$ cat src/rtl/dcr_pkg.sv
package dcr_pkg;
    // register indices inside the decoded upper half of the window
    localparam int unsigned CTRL_IDX = 0;
    localparam int unsigned STAT_IDX = 1;
    localparam int unsigned GEN_LO   = 2;
endpackage

$ cat src/rtl/dcr_decode.sv
module dcr_decode #(
    parameter int unsigned ADDR_W = 5
) (
    input  logic [ADDR_W-1:0]             bus_addr,
    input  logic                          bus_wr,
    output logic                          in_win,
    output logic [ADDR_W-2:0]             idx,
    output logic [(1<<(ADDR_W-1))-1:0]    wr_hit
);
    localparam int unsigned IDX_W = ADDR_W - 1;
    localparam int unsigned NREG  = 1 << IDX_W;

    always_comb begin
        in_win = bus_addr[ADDR_W-1];
        idx    = bus_addr[IDX_W-1:0];
        wr_hit = '0;
        for (int i = 0; i < NREG; i++) begin
            if (bus_wr && in_win && (idx == IDX_W'(i))) begin
                wr_hit[i] = 1'b1;
            end
        end
    end
endmodule

$ cat src/rtl/dcr_store.sv
module dcr_store #(
    parameter int unsigned NREG   = 16,
    parameter int unsigned DATA_W = 8
) (
    input  logic                              clk,
    input  logic                              rst_n,
    input  logic [NREG-1:0]                   wr_hit,
    input  logic [DATA_W-1:0]                 bus_wdata,
    output logic [NREG-1:0][DATA_W-1:0]       regs_q
);
    import dcr_pkg::*;

    typedef struct packed {
        logic [NREG-1:0][DATA_W-1:0] regs;
    } store_t;

    store_t st_d, st_q;

    always_comb begin
        st_d = st_q;
        for (int i = 0; i < NREG; i++) begin
            if (i == STAT_IDX) begin
                st_d.regs[i] = '0;
            end else if (wr_hit[i]) begin
                st_d.regs[i] = bus_wdata;
            end
        end
    end

    always_ff @(posedge clk) begin
        if (!rst_n) st_q <= '0;
        else        st_q <= st_d;
    end

    assign regs_q = st_q.regs;
endmodule

$ cat src/rtl/dcr_pend.sv
module dcr_pend (
    input  logic clk,
    input  logic rst_n,
    input  logic frame_end,
    input  logic arm,
    input  logic ack,
    output logic pend_q
);
    typedef struct packed {
        logic pend;
    } pend_t;

    pend_t p_d, p_q;

    always_comb begin
        p_d = p_q;
        if (ack && p_q.pend) p_d.pend = 1'b0;
        // a new event outranks an acknowledge in the same cycle
        if (frame_end && arm) p_d.pend = 1'b1;
    end

    always_ff @(posedge clk) begin
        if (!rst_n) p_q <= '0;
        else        p_q <= p_d;
    end

    assign pend_q = p_q.pend;
endmodule

$ cat src/rtl/dcr_rdmux.sv
module dcr_rdmux #(
    parameter int unsigned IDX_W   = 4,
    parameter int unsigned DATA_W  = 8,
    parameter int unsigned IRQ_BIT = 7,
    parameter logic [7:0]  ID_BITS = 8'h61
) (
    input  logic                                 in_win,
    input  logic [IDX_W-1:0]                     idx,
    input  logic [(1<<IDX_W)-1:0][DATA_W-1:0]    regs_q,
    input  logic                                 pend,
    output logic [DATA_W-1:0]                    rdata
);
    import dcr_pkg::*;

    always_comb begin
        rdata = '0;
        if (in_win) begin
            if (idx == IDX_W'(STAT_IDX)) begin
                rdata = DATA_W'(ID_BITS);
                rdata[IRQ_BIT] = pend;
            end else begin
                rdata = regs_q[idx];
            end
        end
    end
endmodule

$ cat src/rtl/dcr_top.sv
module dcr_top #(
    parameter int unsigned ADDR_W  = 5,
    parameter int unsigned DATA_W  = 8,
    parameter int unsigned IRQ_BIT = 7,
    parameter logic [7:0]  ID_BITS = 8'h61
) (
    input  logic              clk,
    input  logic              rst_n,
    input  logic [ADDR_W-1:0] bus_addr,
    input  logic              bus_wr,
    input  logic [DATA_W-1:0] bus_wdata,
    output logic [DATA_W-1:0] bus_rdata,
    input  logic              frame_end,
    output logic              irq
);
    import dcr_pkg::*;

    localparam int unsigned IDX_W = ADDR_W - 1;
    localparam int unsigned NREG  = 1 << IDX_W;

    logic                         in_win;
    logic [IDX_W-1:0]             idx;
    logic [NREG-1:0]              wr_hit;
    logic [NREG-1:0][DATA_W-1:0]  regs_q;
    logic [DATA_W-1:0]            ctrl_q;
    logic                         pend_q;

    dcr_decode #(.ADDR_W(ADDR_W)) u_dec (
        .bus_addr (bus_addr),
        .bus_wr   (bus_wr),
        .in_win   (in_win),
        .idx      (idx),
        .wr_hit   (wr_hit)
    );

    dcr_store #(.NREG(NREG), .DATA_W(DATA_W)) u_store (
        .clk       (clk),
        .rst_n     (rst_n),
        .wr_hit    (wr_hit),
        .bus_wdata (bus_wdata),
        .regs_q    (regs_q)
    );

    assign ctrl_q = regs_q[CTRL_IDX];

    dcr_pend u_pend (
        .clk       (clk),
        .rst_n     (rst_n),
        .frame_end (frame_end),
        .arm       (ctrl_q[IRQ_BIT]),
        .ack       (wr_hit[STAT_IDX]),
        .pend_q    (pend_q)
    );

    dcr_rdmux #(.IDX_W(IDX_W), .DATA_W(DATA_W), .IRQ_BIT(IRQ_BIT), .ID_BITS(ID_BITS)) u_rd (
        .in_win (in_win),
        .idx    (idx),
        .regs_q (regs_q),
        .pend   (pend_q),
        .rdata  (bus_rdata)
    );

    assign irq = pend_q;
endmodule

$ cat config.mk
export PLATFORM = sky130hd
export DESIGN_NAME = dcr_top
export DESIGN_NICKNAME = d
export VERILOG_FILES = /design/src/rtl/dcr_pkg.sv /design/src/rtl/dcr_decode.sv /design/src/rtl/dcr_store.sv /design/src/rtl/dcr_pend.sv /design/src/rtl/dcr_rdmux.sv /design/src/rtl/dcr_top.sv
export SDC_FILE = /design/constraint.sdc
export NUM_CORES = 1
export LEC_CHECK = 0
export BUFFER_PORTS_ARGS = -buffer_cell sky130_fd_sc_hd__clkbuf_2
export CAP_MARGIN = 5
export CORE_MARGIN = 2
export CORE_UTILIZATION = 61
export DETAILED_ROUTE_END_ITERATION = 10
export GPL_TIMING_DRIVEN = 0
export PLACE_DENSITY = 0.83
export SYNTH_ARGS = -nofsm -noshare
export SYNTH_HDL_FRONTEND = slang
export SYNTH_SLANG_ARGS = --single-unit
$ cat constraint.sdc
create_clock -name clk -period 3.05 [get_ports clk]
set_input_delay 0.1525 -clock clk [delete_from_list [all_inputs] [get_ports clk]]
set_output_delay 0.1525 -clock clk [all_outputs]
set_load 0.02 [all_outputs]
* After elaboration in Yosys (flattened, before gate mapping) *
Index checks and enable logic that the tools add are counted.

storage, ports and cells
  word-level logic and storage cells = 75
  bits in latches = 0
  RAM bits = 0
  flip-flop bits (word level) = 121
  memories kept = 0
  ROM bits = 0

cells by class
  div/mod/pow operators = 0
  equality and inequality tests = 15
  $mul = 0
  order comparisons = 1
  shifts and indexed selects = 0
  add/subtract/negate cells = 0
  reductions and logical operators = 21
  multiplexer cells = 22
  bitwise gates (word level) = 0

operators by type and width
  kind                count
  $bmux 8 s4          1
  $eq 4x4->1 const B  8
  $mux 8              3
  $logic_and 1x1->1   19
  $mux 1              18
  $eq 4x3->1 const B  4
  $eq 4x2->1 const B  2
  $lt 4x5->1 const B  1
  $eq 4x1->1 const B  1
  $logic_not 4->1     1
  $reduce_bool 2->1   1

* Logic depth before layout (Yosys ltp) *
Gate-level depths: netlist of run 1.

  depth in word-level cells = 6
  mapped depth = 7
  mapped depth without buffers = 4

* Modules after synthesis *
From an unflattened synthesis of run 1, not the netlist that was laid out.

unflattened totals
  cells, all modules = 539
  area, all modules = 5,974.5 µm²

modules (own cells, without submodules)
  module      times used  cells each  sequential area each (µm²)  area each (µm²)
  dcr_store   1           405         2,402.3                     4,659.5
  dcr_rdmux   1           102         0.0                         1,119.8
  dcr_decode  1           28          0.0                         153.9
  dcr_pend    1           4           20.0                        41.3

* Worst setup path before layout of run 1 *
No wires, ideal clock.

  kind = input-to-output
  start point = in bus_addr[1]
  end point = out bus_rdata[1]
  path buffers = 3
  arrival = 1,522 ps
  path slack = 1,376 ps
  data required time = 2,897 ps
  stages on the path = 7
  path through = buf_4 > buf_6 > buf_4 > mux2i_1 > a22oi_1 > a21oi_1 > a211oi_1

on the way
  longest elaborated chain between the ends = 4
  elaborated cells on any way between the ends = 5
  those cells by class = eq/ne: 1; mux: 4

ends and longest elaborated chain
  element                       RTL line         source
  start, declared               dcr_top.sv:9     input logic [ADDR_W-1:0] bus_addr,
  $bmux 8 s4                    dcr_rdmux.sv:22  rdata = regs_q[idx];
  $mux 8 (not written as such)  dcr_rdmux.sv:22
  $mux 8 *                      dcr_rdmux.sv:18  if (idx == IDX_W'(STAT_IDX)) begin
  $mux 8 *                      dcr_rdmux.sv:17  if (in_win) begin
  end, declared                 dcr_top.sv:12    output logic [DATA_W-1:0] bus_rdata,

Mark *: on every way between the ends. The rest lies on a longest branch, timed or not. The select of a mux whose other input is x is not followed.

* Final worst setup path of run 1 *
  start point = reg u_store.st_q, in the netlist u_store.regs_q[63]
  end point = out bus_rdata[7]

on the way
  longest elaborated chain between the ends = 4

ends and longest elaborated chain
  element                       RTL line         source
  start, declared               dcr_store.sv:17  store_t st_d, st_q;
  start signal, assigned        dcr_store.sv:32  else st_q <= st_d;
  $bmux 8 s4                    dcr_rdmux.sv:22
  $mux 8 (not written as such)  dcr_rdmux.sv:22
  $mux 8                        dcr_rdmux.sv:18
  $mux 8                        dcr_rdmux.sv:17

No other way between the ends. The select of a mux whose other input is x is not followed.

==> impl_metrics.csv, run 1 <==
group,metric,value,unit
clock_network,clk_latency,520,ps
grt,antenna_found_initial,0,
power_and_ir_drop,p_per_area,600,mW/mm²
sta,post-route-min-period,2220,ps
flow_run,maxCapViolCount,0,
floorplan,fp.dieH,102,µm
placed_design,pre_cts_ws,1030,ps
logic_synthesis,syn-num-nets,638,
placed_design,io_buffers,21,
routing,wirelength,17700,µm
min_path,whs_path_depth,3,
routing,drt_iter0_drc,427,
sta,max_freq,450,MHz
floorplan,rows,35,
sta,rsz0062_at_grt,"false",
placed_design,place_congestion,1.01,
cells_and_area,antenna_cells,0,
worst_setup_path,required,2900,ps
clock_network,cts_buffers,17,
cells_and_area,drive_gt1_frac,0.152,
placed_design,dpl.hpwl,11500,µm
logic_synthesis,synthDistinctLibCells,35,
routing,drt_first_pass_iters,5,
sta,finalCritPeriodShare,0.729,
grt,grt_max_degree,17,
worst_setup_path,worst_setup_path_start_kind,"register",
sta,setup_tns,0,ps
routing,drc,0,
worst_setup_path,arrival,2070,ps
clock_network,clock_path_buffers,2,
floorplan,die-area,0.0103,mm²
sta,finClkSkew,0.235,ps
sta,tightest_slew,777,ps
worst_setup_path,critPathMaxFanout,2,
sta,hold_viol,0,
routing,ant_nets,0,
routing,drt-vias-per-instance,6.36,
cells_and_area,layout_commonest_cell,"dfxtp_1",
worst_setup_path,path_cells,"mux4_2 > mux2_2 > a32o_1 > clkbuf_2",
grt,met2_usage,0.568,
worst_setup_path,cp_num_buf_inv,1,
logic_synthesis,yosysSeqAreaShare,0.418,
routing,wl_per_cell,22.0,µm
clock_network,path_clk_slew,60,ps
worst_setup_path,reg2regPathDepth,2,
grt,gr-total-overflow,0,
sta,finalMaxSlewViolations,0,
logic_synthesis,synthCells,621,
clock_network,htreeDepth,4,
grt,gr-usage-met1,0.441,
logic_synthesis,ys_warn_count,0,
sta,layout_setup_ws,826,ps
worst_setup_path,cp.depth,4,
cells_and_area,final.fill_count,639,
cells_and_area,num-nets-final,680,
worst_setup_path,cp-end-kind,"output port",
min_path,hp-class,"input port to register",
clock_network,root_buffer,"clkbuf_8",
floorplan,coreArea,0.00924,mm²
routing,vias,5122,
grt,grt_pass1_wl,27200,µm
power_and_ir_drop,power.leakage,2.41,nW
grt,grt_pass1_vias,4915,
floorplan,die_x,102,µm
worst_setup_path,worstSetupPathType,"register to output port",
clock_network,cts_sinks,121,
sta,relSlewSlack,0.482,
logic_synthesis,synth_area,0.00580,mm²
power_and_ir_drop,vdd.ir_drop.worst,0.000314,V
grt,met3_usage,0.0883,
status,status,"completed",
grt,grt.total_usage,0.359,
cells_and_area,mostFrequentLayoutCells,"dfxtp_1, nand2_1, a21boi_0",
clock_network,tritoncts,"built",
sta,finalSetupViolCount,0,
cells_and_area,syn2layout_area_growth,15.9,%
logic_synthesis,ys_ff_latch,121,
floorplan,io_pins,26,
floorplan,initial_utilization,0.628,
grt,grt_busiest_layer,"met2",
worst_setup_path,cpLargestDelayFamily,"multiplexers",
logic_synthesis,synth_area_per_cell,9.34,µm²
worst_setup_path,cpPeakStageDelay,460,ps
worst_setup_path,cp_slowest_cell,"mux4_2",
==> worst register-to-register path: cells and delay by family (launching register included) <==
kind	cells	cell delay [ps]
AOI/OAI and AO/OA	2	370
DFF	1	320
==> kinds of logic after synthesis <==
logic type | share of synthesized area
AND/OR/NAND/NOR | 0.147
buffers and inverters | 0.0440
flip-flops | 0.418
AO/OA/AOI/OAI | 0.205
multiplexers | 0.186
==> final timing paths <==
check	start	to	slack [ps]
setup reg to reg	u_store.regs_q[89]	u_store.regs_q[89]	2270
hold reg to reg	u_store.regs_q[1]	u_store.regs_q[1]	470
hold / removal	bus_wdata[5]	u_store.regs_q[21]	40
setup / recovery	u_store.regs_q[63]	bus_rdata[7]	830
==> metrics by stage <==
step	util	cell area (µm²)	std cells	hold WS, ps	total power [mW]
2_1_floorplan	-	5800	621	305	1.81
3_3_place_gp	0.656	6070	771	450	1.90
3_5_place_dp	0.656	6070	771	454	1.90
4_1_cts	0.727	6720	805	7.68	4.01
5_1_grt	0.727	6720	805	48.5	4.11
6_report	0.727	6720	805	36.6	4.04
==> synthesized netlist by cell type <==
| cell type | number | area [µm²] |
|---|---|---|
| nor3_4 | 1 | 16.3 |
| a31oi_1 | 5 | 31.3 |
| nand4_4 | 1 | 21.3 |
| a211oi_1 | 3 | 22.5 |
| nor3_1 | 1 | 5.00 |
| mux4_2 | 18 | 405 |
| clkbuf_1 | 37 | 139 |
| buf_2 | 15 | 75.1 |
| nand3b_1 | 2 | 15.0 |
| nand4b_2 | 2 | 30.0 |
| buf_1 | 2 | 7.51 |
| o22ai_1 | 4 | 25.0 |
| or3_1 | 1 | 6.26 |
| mux2_2 | 8 | 90.1 |
| and4bb_2 | 1 | 12.5 |
| o21ai_0 | 80 | 400 |
| o211ai_1 | 1 | 7.51 |
| and2_1 | 1 | 6.26 |
| buf_6 | 1 | 11.3 |
| nor2b_1 | 43 | 269 |
| a22oi_1 | 3 | 22.5 |
| dfxtp_1 | 121 | 2420 |
| a32o_1 | 1 | 10.0 |
| o31ai_1 | 3 | 22.5 |
| o221ai_1 | 2 | 17.5 |
| nor2_1 | 12 | 45.0 |
| nor3b_1 | 1 | 7.51 |
| mux2i_1 | 58 | 581 |
| a21boi_0 | 81 | 608 |
| buf_4 | 3 | 22.5 |
| o2bb2ai_1 | 1 | 8.76 |
| nand2b_1 | 4 | 25.0 |
| a21oi_1 | 3 | 15.0 |
| nand2_1 | 88 | 330 |
| nand3_1 | 13 | 65.1 |
==> final cells by class <==
type,count,area [µm²],area share
Clock buffer,19,442,0.0657
Tap cell,129,161,0.0240
Timing Repair Buffer,23,125,0.0186
Multi-Input combinational cell,442,3120,0.465
Clock inverter,13,193,0.0287
Buffer,58,255,0.0380
Sequential cell,121,2420,0.360
==> what timing repair did <==
action                                 CTS  global route
setup endpoints to repair                0             0
resized for setup                        0             0
endpoints found under the hold margin    6             0
setup buffers                            0             0
hold buffers                             2             0
==> where the power goes <==
group | internal, mW | leakage, nW | switching, mW
clock | 1.38 | 0.305 | 0.773
combinational | 0.0939 | 1.13 | 0.190
sequential | 1.59 | 0.975 | 0.00665
==> flip-flops by register name (all words and copies together), names as in the netlist <==
name,cells
u_pend.pend_q,1
u_store.regs_q,120
==> routing by layer <==
| metal | share of wire | routed length, µm | vias up |
|---|---|---|---|
| met5 | 0 | 0 | - |
| met4 | 0.059 | 1050 | 0 |
| met3 | 0.11 | 1970 | 86 |
| met2 | 0.47 | 8290 | 355 |
| met1 | 0.36 | 6430 | 2401 |
| li1 | - | - | 2280 |
(Power assumes the default switching activity.)
==> run 2: changes to the inputs <==
- CORE_UTILIZATION: 61 -> 55
- PLACE_DENSITY: 0.83 -> 0.79
- clock period: 3.05 -> 1.9 ns (I/O delays scaled with it)
==> run 2 against run 1 <==
Against the previous run:
- critical endpoint unchanged
- clock-buffer cell count up 3
- worst hold slack got worse by 32 ps
- global-route usage down 3.5 points
- cell area increased by 2.0%
- via count grew 0.86%
- the run now ends with negative setup slack left
- clock skew grew 3.2 ps
==> impl_metrics.csv, run 2 (synthesis gave the netlist of run 1 again) <==
group,metric,value,unit
routing,wl_per_cell,22.3,µm
cells_and_area,antenna_cells,0,
cells_and_area,final.fill_count,774,
clock_network,clk_latency,540,ps
power_and_ir_drop,p_per_area,904,mW/mm²
sta,setup_tns,-774,ps
worst_setup_path,cp_slowest_cell,"mux4_2",
routing,drt_first_pass_iters,7,
sta,tightest_slew,754,ps
worst_setup_path,cp-end-kind,"output port",
worst_setup_path,cpPeakStageDelay,470,ps
sta,rsz0062_at_grt,"true",
placed_design,dpl.hpwl,11800,µm
sta,hold_ws,5.04,ps
clock_network,htreeDepth,4,
cells_and_area,multi_input_area,0.00322,mm²
sta,finalCritPeriodShare,1.12,
grt,grt_pass1_wl,27200,µm
sta,hold_viol,0,
routing,drc,0,
sta,max_freq,469,MHz
worst_setup_path,worstSetupPathType,"register to output port",
worst_setup_path,path_cells,"mux4_2 > mux2_4 > a32o_2 > buf_8",
cells_and_area,layout_commonest_cell,"dfxtp_1",
worst_setup_path,required,1800,ps
power_and_ir_drop,power.leakage,2.44,nW
cells_and_area,drive_gt1_frac,0.177,
floorplan,die_x,107,µm
cells_and_area,mostFrequentLayoutCells,"dfxtp_1, nand2_1, a21boi_0",
placed_design,io_buffers,21,
status,status,"complete, but fails checks",
clock_network,clock_path_buffers,2,
power_and_ir_drop,vdd.ir_drop.worst,0.000763,V
routing,drt-vias-per-instance,6.34,
sta,finalSetupViolCount,7,
sta,finalMaxSlewViolations,0,
clock_network,path_clk_slew,60,ps
cells_and_area,final_util,0.667,
clock_network,tritoncts,"built",
floorplan,coreArea,0.0103,mm²
floorplan,die-area,0.0114,mm²
grt,grt_pass1_vias,5040,
routing,drt_iter0_drc,511,
grt,grt_max_degree,17,
grt,grt.total_usage,0.324,
sta,finClkSkew,3.40,ps
routing,vias,5166,
cells_and_area,num-nets-final,685,
floorplan,io_pins,26,
floorplan,fp.dieH,107,µm
cells_and_area,largest_reg_flops,120,
worst_setup_path,critPathMaxFanout,2,
cells_and_area,syn2layout_area_growth,18.3,%
status,violations,"negative setup slack",
routing,wirelength,18100,µm
worst_setup_path,worst_setup_path_start_kind,"register",
min_path,hp-class,"input port to register",
sta,post-route-min-period,2130,ps
cells_and_area,regArea,0.00243,mm²
clock_network,root_buffer,"clkbuf_8",
clock_network,cts_sinks,121,
grt,antenna_found_initial,0,
flow_run,maxCapViolCount,0,
grt,gr-total-overflow,0,
worst_setup_path,arrival,2040,ps
floorplan,initial_utilization,0.564,
sta,layout_setup_ws,-234,ps
clock_network,cts_buffers,17,
routing,ant_nets,0,
placed_design,place_congestion,0.956,
sta,relSlewSlack,0.493,
floorplan,rows,37,
==> run 2: cell types whose count changed in the layout (fill, tap and decap cells not counted), sizes merged <==
cell and delta:
buf +5, dlygate4sd3 +5, bufinv -2, clkbuf -2, inv -2, clkinv -1
==> run 2: power by group <==
part           switching, mW  internal, mW  total [mW]
clock                   1.15          1.98        3.13
combinational          0.324         0.174       0.497
sequential            0.0103          2.56        2.57
total                   1.49          4.71        6.20
==> run 2: per-layer routing <==
layer	wire [µm]	vias up	track usage
met5	0	-	0
met2	8420	338	0.522
met4	940	0	0.173
li1	-	2293	-
met3	1880	76	0.0960
met1	6910	2459	0.389
==> run 2: worst paths after layout <==
check	from	endpoint	slack [ps]	cells after the start
worst min register to register	u_store.regs_q[0]	u_store.regs_q[0]	460	2
worst max-delay path	u_store.regs_q[55]	bus_rdata[7]	-230	4
worst max register to register	u_store.regs_q[58]	u_store.regs_q[58]	1150	2
worst min-delay path	bus_wdata[3]	u_store.regs_q[35]	5	3
==> run 2: cell type report <==
class	count	area share
plain buffers	58	0.0392
clock buffers	22	0.0690
clock inverters	8	0.0139
multi-input cells	442	0.470
flip-flops and latches	121	0.354
well taps	136	0.0248
repair buffers	28	0.0290
==> run 2: through the flow <==
stage | worst slack (ps) | power (mW) | cell area (µm²) | cells
3_5_place_dp | -59.4 | 3.06 | 6070 | 778
6_report | -234 | 6.20 | 6860 | 815
5_1_grt | -250 | 6.31 | 6860 | 815
3_3_place_gp | -11.9 | 3.05 | 6070 | 778
4_1_cts | -221 | 6.13 | 6780 | 815
2_1_floorplan | 341 | 2.90 | 5800 | 621
==> run 2: critical path: cells and delay by family (launching register included) <==
family	cells	cell delay, ps
AOI/OAI and AO/OA	1	270
buffers and inverters	1	130
DFF	1	330
muxes	2	770
==> run 2: repair_timing <==
action	CTS	global route
setup endpoints to repair	8	8
hold buffers	7	0
setup buffers	0	0
gates resized for setup	15	34
pin swaps	1	4
hold endpoints to repair	25	0
